## config.mk

```make
export PLATFORM = sky130hd
export DESIGN_NAME = raw_stall_unit
export DESIGN_NICKNAME = d
export VERILOG_FILES = /design/src/rtl/rsu_pkg.sv /design/src/rtl/rsu_src_match.sv /design/src/rtl/rsu_tag_pipe.sv /design/src/rtl/raw_stall_unit.sv
export SDC_FILE = /design/constraint.sdc
export NUM_CORES = 1
export LEC_CHECK = 0
export BUFFER_PORTS_ARGS = -buffer_cell sky130_fd_sc_hd__buf_2
export CORE_MARGIN = 2
export CORE_UTILIZATION = 51
export DETAILED_ROUTE_END_ITERATION = 10
export GPL_TIMING_DRIVEN = 0
export PLACE_DENSITY = 0.89
export SLEW_MARGIN = 10
export SYNTH_ARGS = -nofsm -noshare
export SYNTH_HDL_FRONTEND = slang
export SYNTH_SLANG_ARGS = --single-unit
```

## constraint.sdc

```tcl
create_clock -name clk_i -period 2.25 [get_ports clk_i]
set_input_delay 0.225 -clock clk_i [delete_from_list [all_inputs] [get_ports clk_i]]
set_output_delay 0.225 -clock clk_i [all_outputs]
set_load 0.03 [all_outputs]
```

## src/rtl/rsu_pkg.sv

```systemverilog
`timescale 1ns/1ps
package rsu_pkg;
    // Stages after the read stage, in order of age (youngest first).
    typedef enum int unsigned {
        STG_EX  = 0,
        STG_MEM = 1,
        STG_WB  = 2
    } tail_stage_e;

    localparam int unsigned TAIL_DEPTH = 3;
    localparam int unsigned SRC_COUNT  = 2;
endpackage

```

## src/rtl/rsu_src_match.sv

```systemverilog
`timescale 1ns/1ps
module rsu_src_match #(
    parameter int unsigned AW   = 5,
    parameter int unsigned NCHK = 2
) (
    input  logic               src_used_i,
    input  logic [AW-1:0]      src_idx_i,
    input  logic [NCHK-1:0]    wr_valid_i,
    input  logic [NCHK-1:0]    wr_wen_i,
    input  logic [NCHK*AW-1:0] wr_dst_i,
    output logic               hit_o
);
    logic [NCHK-1:0] stage_hit;
    logic            src_live;

    // Register zero is constant, so it can never carry a dependence.
    assign src_live = src_used_i && (src_idx_i != '0);

    for (genvar k = 0; k < NCHK; k++) begin : g_cmp
        assign stage_hit[k] = wr_valid_i[k] && wr_wen_i[k]
                              && (wr_dst_i[k*AW +: AW] == src_idx_i);
    end

    assign hit_o = src_live && (|stage_hit);
endmodule

```

## src/rtl/rsu_tag_pipe.sv

```systemverilog
`timescale 1ns/1ps
module rsu_tag_pipe #(
    parameter int unsigned AW    = 5,
    parameter int unsigned DEPTH = 3
) (
    input  logic                clk_i,
    input  logic                rst_i,
    input  logic                in_valid_i,
    input  logic                in_wen_i,
    input  logic [AW-1:0]       in_dst_i,
    output logic [DEPTH-1:0]    tag_valid_o,
    output logic [DEPTH-1:0]    tag_wen_o,
    output logic [DEPTH*AW-1:0] tag_dst_o
);
    typedef struct packed {
        logic          valid;
        logic          wen;
        logic [AW-1:0] dst;
    } tag_t;

    typedef struct packed {
        tag_t [DEPTH-1:0] stg;
    } pipe_t;

    pipe_t pipe_d, pipe_q;

    always_comb begin
        pipe_d = pipe_q;
        pipe_d.stg[0].valid = in_valid_i;
        pipe_d.stg[0].wen   = in_wen_i && in_valid_i;
        pipe_d.stg[0].dst   = in_dst_i;
        for (int i = 1; i < DEPTH; i++) begin
            pipe_d.stg[i] = pipe_q.stg[i-1];
        end
    end

    always_ff @(posedge clk_i) begin
        if (rst_i) begin
            pipe_q <= '0;
        end else begin
            pipe_q <= pipe_d;
        end
    end

    for (genvar i = 0; i < DEPTH; i++) begin : g_out
        assign tag_valid_o[i]          = pipe_q.stg[i].valid;
        assign tag_wen_o[i]            = pipe_q.stg[i].wen;
        assign tag_dst_o[i*AW +: AW]   = pipe_q.stg[i].dst;

        if (i > 0) begin : g_chk
            // every tag moves one stage per cycle, unchanged.
            assert_tag_shift_R8: assert property (@(posedge clk_i) disable iff (rst_i)
                1'b1 |=> (pipe_q.stg[i] == $past(pipe_q.stg[i-1])));
        end
    end
endmodule

```

## src/rtl/raw_stall_unit.sv

```systemverilog
`timescale 1ns/1ps
module raw_stall_unit
    import rsu_pkg::*;
#(
    parameter int unsigned REG_COUNT = 32,
    parameter int unsigned PIPE_TAIL = TAIL_DEPTH
) (
    input  logic                          clk_i,
    input  logic                          rst_i,
    input  logic                          rd_valid_i,
    input  logic                          src_a_used_i,
    input  logic [$clog2(REG_COUNT)-1:0]  src_a_idx_i,
    input  logic                          src_b_used_i,
    input  logic [$clog2(REG_COUNT)-1:0]  src_b_idx_i,
    input  logic                          rd_wen_i,
    input  logic [$clog2(REG_COUNT)-1:0]  rd_dst_i,
    output logic                          stall_o,
    output logic                          wb_valid_o,
    output logic                          wb_wen_o,
    output logic [$clog2(REG_COUNT)-1:0]  wb_dst_o
);
    localparam int unsigned AW   = $clog2(REG_COUNT);
    // Write-back writes through, so only the stages before it are checked.
    localparam int unsigned NCHK = PIPE_TAIL - 1;
    localparam int unsigned RW   = $clog2(PIPE_TAIL + 1);
    localparam logic [RW-1:0] NCHK_W = RW'(NCHK);
    localparam int unsigned WB_IX = PIPE_TAIL - 1;

    logic [PIPE_TAIL-1:0]    tag_valid;
    logic [PIPE_TAIL-1:0]    tag_wen;
    logic [PIPE_TAIL*AW-1:0] tag_dst;

    logic [SRC_COUNT-1:0]    src_used;
    logic [SRC_COUNT*AW-1:0] src_idx;
    logic [SRC_COUNT-1:0]    src_hit;

    logic hazard;
    logic issue;

    assign src_used = {src_b_used_i, src_a_used_i};
    assign src_idx  = {src_b_idx_i, src_a_idx_i};

    for (genvar s = 0; s < SRC_COUNT; s++) begin : g_src
        rsu_src_match #(
            .AW   (AW),
            .NCHK (NCHK)
        ) u_match (
            .src_used_i (src_used[s]),
            .src_idx_i  (src_idx[s*AW +: AW]),
            .wr_valid_i (tag_valid[NCHK-1:0]),
            .wr_wen_i   (tag_wen[NCHK-1:0]),
            .wr_dst_i   (tag_dst[NCHK*AW-1:0]),
            .hit_o      (src_hit[s])
        );
    end

    assign hazard  = rd_valid_i && (|src_hit);
    assign stall_o = hazard;
    // A stalled or empty read stage sends an empty slot into execute.
    assign issue   = rd_valid_i && !hazard;

    rsu_tag_pipe #(
        .AW    (AW),
        .DEPTH (PIPE_TAIL)
    ) u_tags (
        .clk_i       (clk_i),
        .rst_i       (rst_i),
        .in_valid_i  (issue),
        .in_wen_i    (rd_wen_i),
        .in_dst_i    (rd_dst_i),
        .tag_valid_o (tag_valid),
        .tag_wen_o   (tag_wen),
        .tag_dst_o   (tag_dst)
    );

    assign wb_valid_o = tag_valid[WB_IX];
    assign wb_wen_o   = tag_wen[WB_IX];
    assign wb_dst_o   = tag_dst[WB_IX*AW +: AW];

    // Length of the current run of stall cycles, used by the R9 check.
    typedef struct packed {
        logic [RW-1:0] run;
    } ctl_t;

    ctl_t ctl_d, ctl_q;

    always_comb begin
        ctl_d = ctl_q;
        if (!hazard) begin
            ctl_d.run = '0;
        end else if (ctl_q.run != NCHK_W) begin
            ctl_d.run = ctl_q.run + 1'b1;
        end
    end

    always_ff @(posedge clk_i) begin
        if (rst_i) begin
            ctl_q <= '0;
        end else begin
            ctl_q <= ctl_d;
        end
    end

    assert_zero_src_R5: assert property (@(posedge clk_i) disable iff (rst_i)
        (rd_valid_i && (!src_a_used_i || src_a_idx_i == '0)
                    && (!src_b_used_i || src_b_idx_i == '0)) |-> !stall_o);

    assert_empty_read_R11: assert property (@(posedge clk_i) disable iff (rst_i)
        !rd_valid_i |-> !stall_o);

    assert_bubble_R7: assert property (@(posedge clk_i) disable iff (rst_i)
        stall_o |=> (!tag_valid[STG_EX] && !tag_wen[STG_EX]));

    assert_stall_bound_R9: assert property (@(posedge clk_i) disable iff (rst_i)
        stall_o |-> (ctl_q.run < NCHK_W));

    assert_issue_R8: assert property (@(posedge clk_i) disable iff (rst_i)
        (rd_valid_i && !stall_o) |=>
            (tag_valid[STG_EX] && tag_dst[STG_EX*AW +: AW] == $past(rd_dst_i)));
endmodule

```

## Word level (Yosys, flattened, before mapping)

Cells that the tools add are included.
W data, S select, Z words.

| operators by class | value |
|---|---|
| equality and inequality tests | 4 |
| reduce and logical (&&, ||, !) cells | 19 |

Operators by type and width:

| kind | number |
|---|---|
| $eq A5 B5 Y1 | 4 |
| $logic_and A1 B1 Y1 | 13 |
| $reduce_bool A5 Y1 | 2 |
| $reduce_or A2 Y1 | 3 |
| $logic_not A1 Y1 | 1 |

| storage, ports and cells | value |
|---|---|
| input bits | 21 |
| flip-flop bits (word level) | 21 |
| logic and storage cells | 32 |
| output and inout port bits | 8 |

## Depth between registers and ports, before layout

| logic depth | value |
|---|---|
| word-level depth | 9 |
| depth in mapped cells | 5 |
| gate-level depth less buffers | 5 |

## Hierarchy

A second synthesis with hierarchy kept.

| second synthesis, totals | value |
|---|---|
| cell total of the unflattened synthesis | 94 |
| area, all modules | 1024.7 um^2 |

Modules (own cells, without submodules):

| module | sequential area each (um^2) | cells an instance | instances | area an instance (um^2) |
|---|---|---|---|---|
| rsu_tag_pipe | 420.4 | 58 | 1 | 732.0 |
| rsu_src_match | 0.0 | 17 | 2 | 136.4 |
| raw_stall_unit | 0.0 | 2 | 1 | 20.0 |

## Worst setup path before layout

OpenSTA, ideal clock, no wires.

| timing | value |
|---|---|
| kind | register to output |
| from | register u_tags.pipe_q (netlist bit u_tags.tag_dst_o[2]) |
| to | output port stall_o |
| stages on the path, launching flop included | 6 |
| arrival time | 1.358 ns |
| setup slack | 0.667 ns |
| required time | 2.025 ns |
| buffers on the path | 0 |
| cell sequence | dfxtp_1 > xor2_1 > nor4_1 > a22oi_1 > o22ai_2 > and2_1 |

| between the ends | value |
|---|---|
| longest elaborated chain between the ends | 6 |
| elaborated cells on any way between the ends | 10 |
| classes of those cells | eq/ne: 2; reduce/logical: 8 |

RTL lines:

| item | line | RTL |
|---|---|---|
| start, declared | rsu_tag_pipe.sv:25 | `pipe_t pipe_d, pipe_q;` |
| start signal, assigned | rsu_tag_pipe.sv:41 | `pipe_q <= pipe_d;` |
| $eq A5 B5 Y1 | rsu_src_match.sv:21 | `&& (wr_dst_i[k*AW +: AW] == src_idx_i);` |
| $logic_and A1 B1 Y1 | rsu_src_match.sv:21 |  |
| $reduce_or A2 Y1 | rsu_src_match.sv:24 | `assign hit_o = src_live && (\|stage_hit);` |
| $logic_and A1 B1 Y1 | rsu_src_match.sv:24 |  |
| $reduce_or A2 Y1 (*) | raw_stall_unit.sv:57 | `assign hazard = rd_valid_i && (\|src_hit);` |
| $logic_and A1 B1 Y1 (*) | raw_stall_unit.sv:57 |  |
| end, declared | raw_stall_unit.sv:17 | `output logic stall_o,` |

Mark *: on every way between the ends. The rest lies on a longest branch, timed or not.

## Final worst setup path

| timing | value |
|---|---|
| from | register u_tags.pipe_q (netlist bit u_tags.tag_dst_o[9]) |
| to | output port stall_o |

The elaborated chain is that of the path after synthesis.

==> implementation parameters <==
Parameter                              Value

Run status
  Result of the run    complete, no violations

STA
  Maximum clock frequency    496 MHz
  Final critical-path share of the clock period    89.6%
  Setup TNS after final layout    0 ns
  Setup Viol. Count Final    0
  Clock Skew    0.00392 ns
  Actual slew at the worst max-slew pin    0.445 ns
  Unrepaired setup endpoints after global routing    no
  Minimum clock period    2.02 ns
  Post-route setup slack    0.235 ns
  Final Slew Violations    0
  Worst slew margin relative to its limit    70.3%
  Hold Vio Cnt, Final    0
  Worst hold slack    0.107 ns

Drt
  Violation count after the first detailed-routing iteration    16
  Number of optimization iterations in the first detailed-route pass    4
  Vias per std cell    5.02
  Total via count in the routed design    657
  DR DRC count    0
  Final antenna-violating net count    0
  Routed WL    1540 µm
  Final routed wire length divided by cell count    11.8 µm

Synth
  Top_reg_cell synth    dfxtp_1
  Area contributors post-synth    dfxtp_1 (49%), xor2_1 (20%), nor2b_1 (14%)
  Async set-reset flop share out of synthesis    0%
  EDFF count, synth    0
  Number of cells produced by synthesis    83
  Number of distinct library cells after synthesis    16
  Nets in the synthesized netlist    104
  Combined area of all synthesized cells    862 µm²
  Mean area per synthesized cell    10.4 µm²
  Most numerous cell types in the synthesized netlist    dfxtp_1 (21), xor2_1 (20), nor2b_1 (19), nor2_1 (4), nor4_1 (4)
  Largest area contributor in the synthesized netlist    dfxtp_1
  Cell with the most instances after synthesis    dfxtp_1
  Synthesis-stage register bit count    21
  Sequential fraction of the synthesis area    48.8%
  Top-area cell type share of the netlist area    48.8%
  Warning count from the yosys run    0

Worst setup path
  CP max stage cell    dfxtp_1
  Chain of cells forming the critical path    xor2_1 > nor4_1 > a22oi_1 > o22ai_2 > and2_1 > buf_2
  Delay of the slowest cell on the worst path    0.36 ns
  Worst R2R Start    u_tags.tag_dst_o[9]$_SDFF_PP0_
  Minimum setup slack among reg-to-reg paths    0.91 ns
  Category of the critical setup timing path    flop to output port
  Critical path's top delay family    simple AND/OR/NAND/NOR gates
  Data arrival time of the worst path    1.79 ns
  Critical path data required time    2.03 ns
  Kind of start point of the critical path    flop
  Capture instance of the worst register-to-register path    u_tags.tag_valid_o[0]$_SDFF_PP0_
  FF-to-FF path depth    5
  Max Fanout on Critical Path    3
  Type of destination of the critical path    output port
  Buffers & Inverters on Critical Path    1

GRT
  Pin count of the biggest net entering global routing    12
  Grt total ovfl    0
  Global router's overall resource usage    17.6%
  First-pass GRT wire length    2570 µm
  Number of global-route vias before repair    674
  Number of antenna violations at the first check in global routing    0

Power and ir drop
  Leakage Power    0.494 nW
  Total power after layout    0.651 mW
  Worst voltage drop across the vdd grid    0.000325 V
  Power per cell area    621 nW/µm²

Clock network
  Worst-skew pair later-pin latency    0.29 ns
  Clock buffer depth    2
  Count of clock tree sinks    21
  Deepest level of the CTS H-tree    1
  Quantity of gates resized following cts    0
  Number of hold buffers added after CTS    0
  Root buffer cell    clkbuf_4
  TritonCTS clock tree    done
  Clock transition at the register clock pins on the worst setup and hold paths after CTS    0.11 ns
  Total CTS buffers    3
  Postcts setup bufs    0

Layout
  Diodes inserted    0
  Net count reported at finish    137
  Utilization after layout    68.0%
  Final Instance Area    1050 µm²
  Post-Layout Cell Count    131
  Fillers    124
  Fraction of layout cells with a size suffix above 1    31.3%
  Signed area change from the synthesized netlist to the final layout    21.6%

Min path
  WHS Endpoint    u_tags.tag_valid_o[1]$_SDFF_PP0_
  Class of the tightest hold or removal check    input pin to flop
  Worst hold stages    2
  Min-Delay Startpoint    rst_i

Placement
  Routability-driven placement congestion ratio    0.813
  Estimated wirelength of the detail-placed design    1290 µm
  Cell Count Post-Placement    127
  IO Port Bufs    28
  Worst setup slack before clock tree synthesis    0.513 ns
  Area post-placement    1020 µm²

Floorplan
  Ports    29
  Die Wd    45.1 µm
  Core Rows    14
  Vertical extent of the die    45.1 µm
  Core region area    1540 µm²
  Starting density of the core    55.9%
  Die ar.    2040 µm²

Flow run
  Max-capacitance violation count    0
[sequential cells by signal, summed over array words and instances, names as in the netlist]
signal,count
u_tags.tag_wen_o,3
u_tags.tag_dst_o,15
u_tags.tag_valid_o,3
[how the worst max path moves through the flow]
stage	startpoint	end	slack (ns)	cells after the start
after floorplan	u_tags.tag_dst_o[2]$_SDFF_PP0_	stall_o	0.67	5
after global placement	src_a_idx_i[4]	stall_o	0.52	7
after detailed placement	src_a_idx_i[4]	stall_o	0.51	7
after CTS	u_tags.tag_dst_o[9]$_SDFF_PP0_	stall_o	0.21	6
after global routing	u_tags.tag_dst_o[0]$_SDFF_PP0_	stall_o	0.06	6
final	u_tags.tag_dst_o[9]$_SDFF_PP0_	stall_o	0.23	6
[cells in the final DEF (no fill, tap or decap), drive strengths merged]
| cell type | n |
|---|---|
| o21ai | 2 |
| xor2 | 20 |
| a22oi | 2 |
| nor3 | 1 |
| nor2 | 4 |
| nor3b | 1 |
| o22ai | 1 |
| buf | 28 |
| nand2 | 3 |
| dfxtp | 21 |
| nor2b | 19 |
| and2 | 1 |
| clkbuf | 6 |
| nor4 | 4 |
| or4 | 2 |
[cell type report]
class	count	area (µm²)	area share [%]
clock buffer	4	26.3	2.51
multi-input combinational	60	434	41.4
sequential	21	420	40.1
timing repair buffer	28	140	13.4
buffer	2	7.51	0.716
tap	16	20.0	1.91
[layer usage]
layer  global-route usage, %  up-vias  part of all wire (%)
li1                        -      336                     -
met1                    20.9      297                    43
met2                    30.0       20                    49
met3                    4.00        4                   6.0
met4                    8.24        0                   1.2
met5                       0        -                     0
[power by group]
group / internal (mW) / leakage, nW / switching (mW)
Combinational: 0.0401 / 0.306 / 0.0418
Sequential: 0.386 / 0.173 / 0.0109
Clock: 0.0690 / 0.0150 / 0.103
Total: 0.495 / 0.494 / 0.156
[cells by family after synthesis]
| group | count (synthesis) | share of synthesized area, % |
|---|---|---|
| AOI/OAI and AO/OA | 5 | 4.79 |
| xor gates and xnor gates | 20 | 20.3 |
| buffers and inverters | 2 | 0.871 |
| DFF | 21 | 48.8 |
| and+or+nand+nor | 35 | 25.3 |
(Power assumes the default switching activity.)
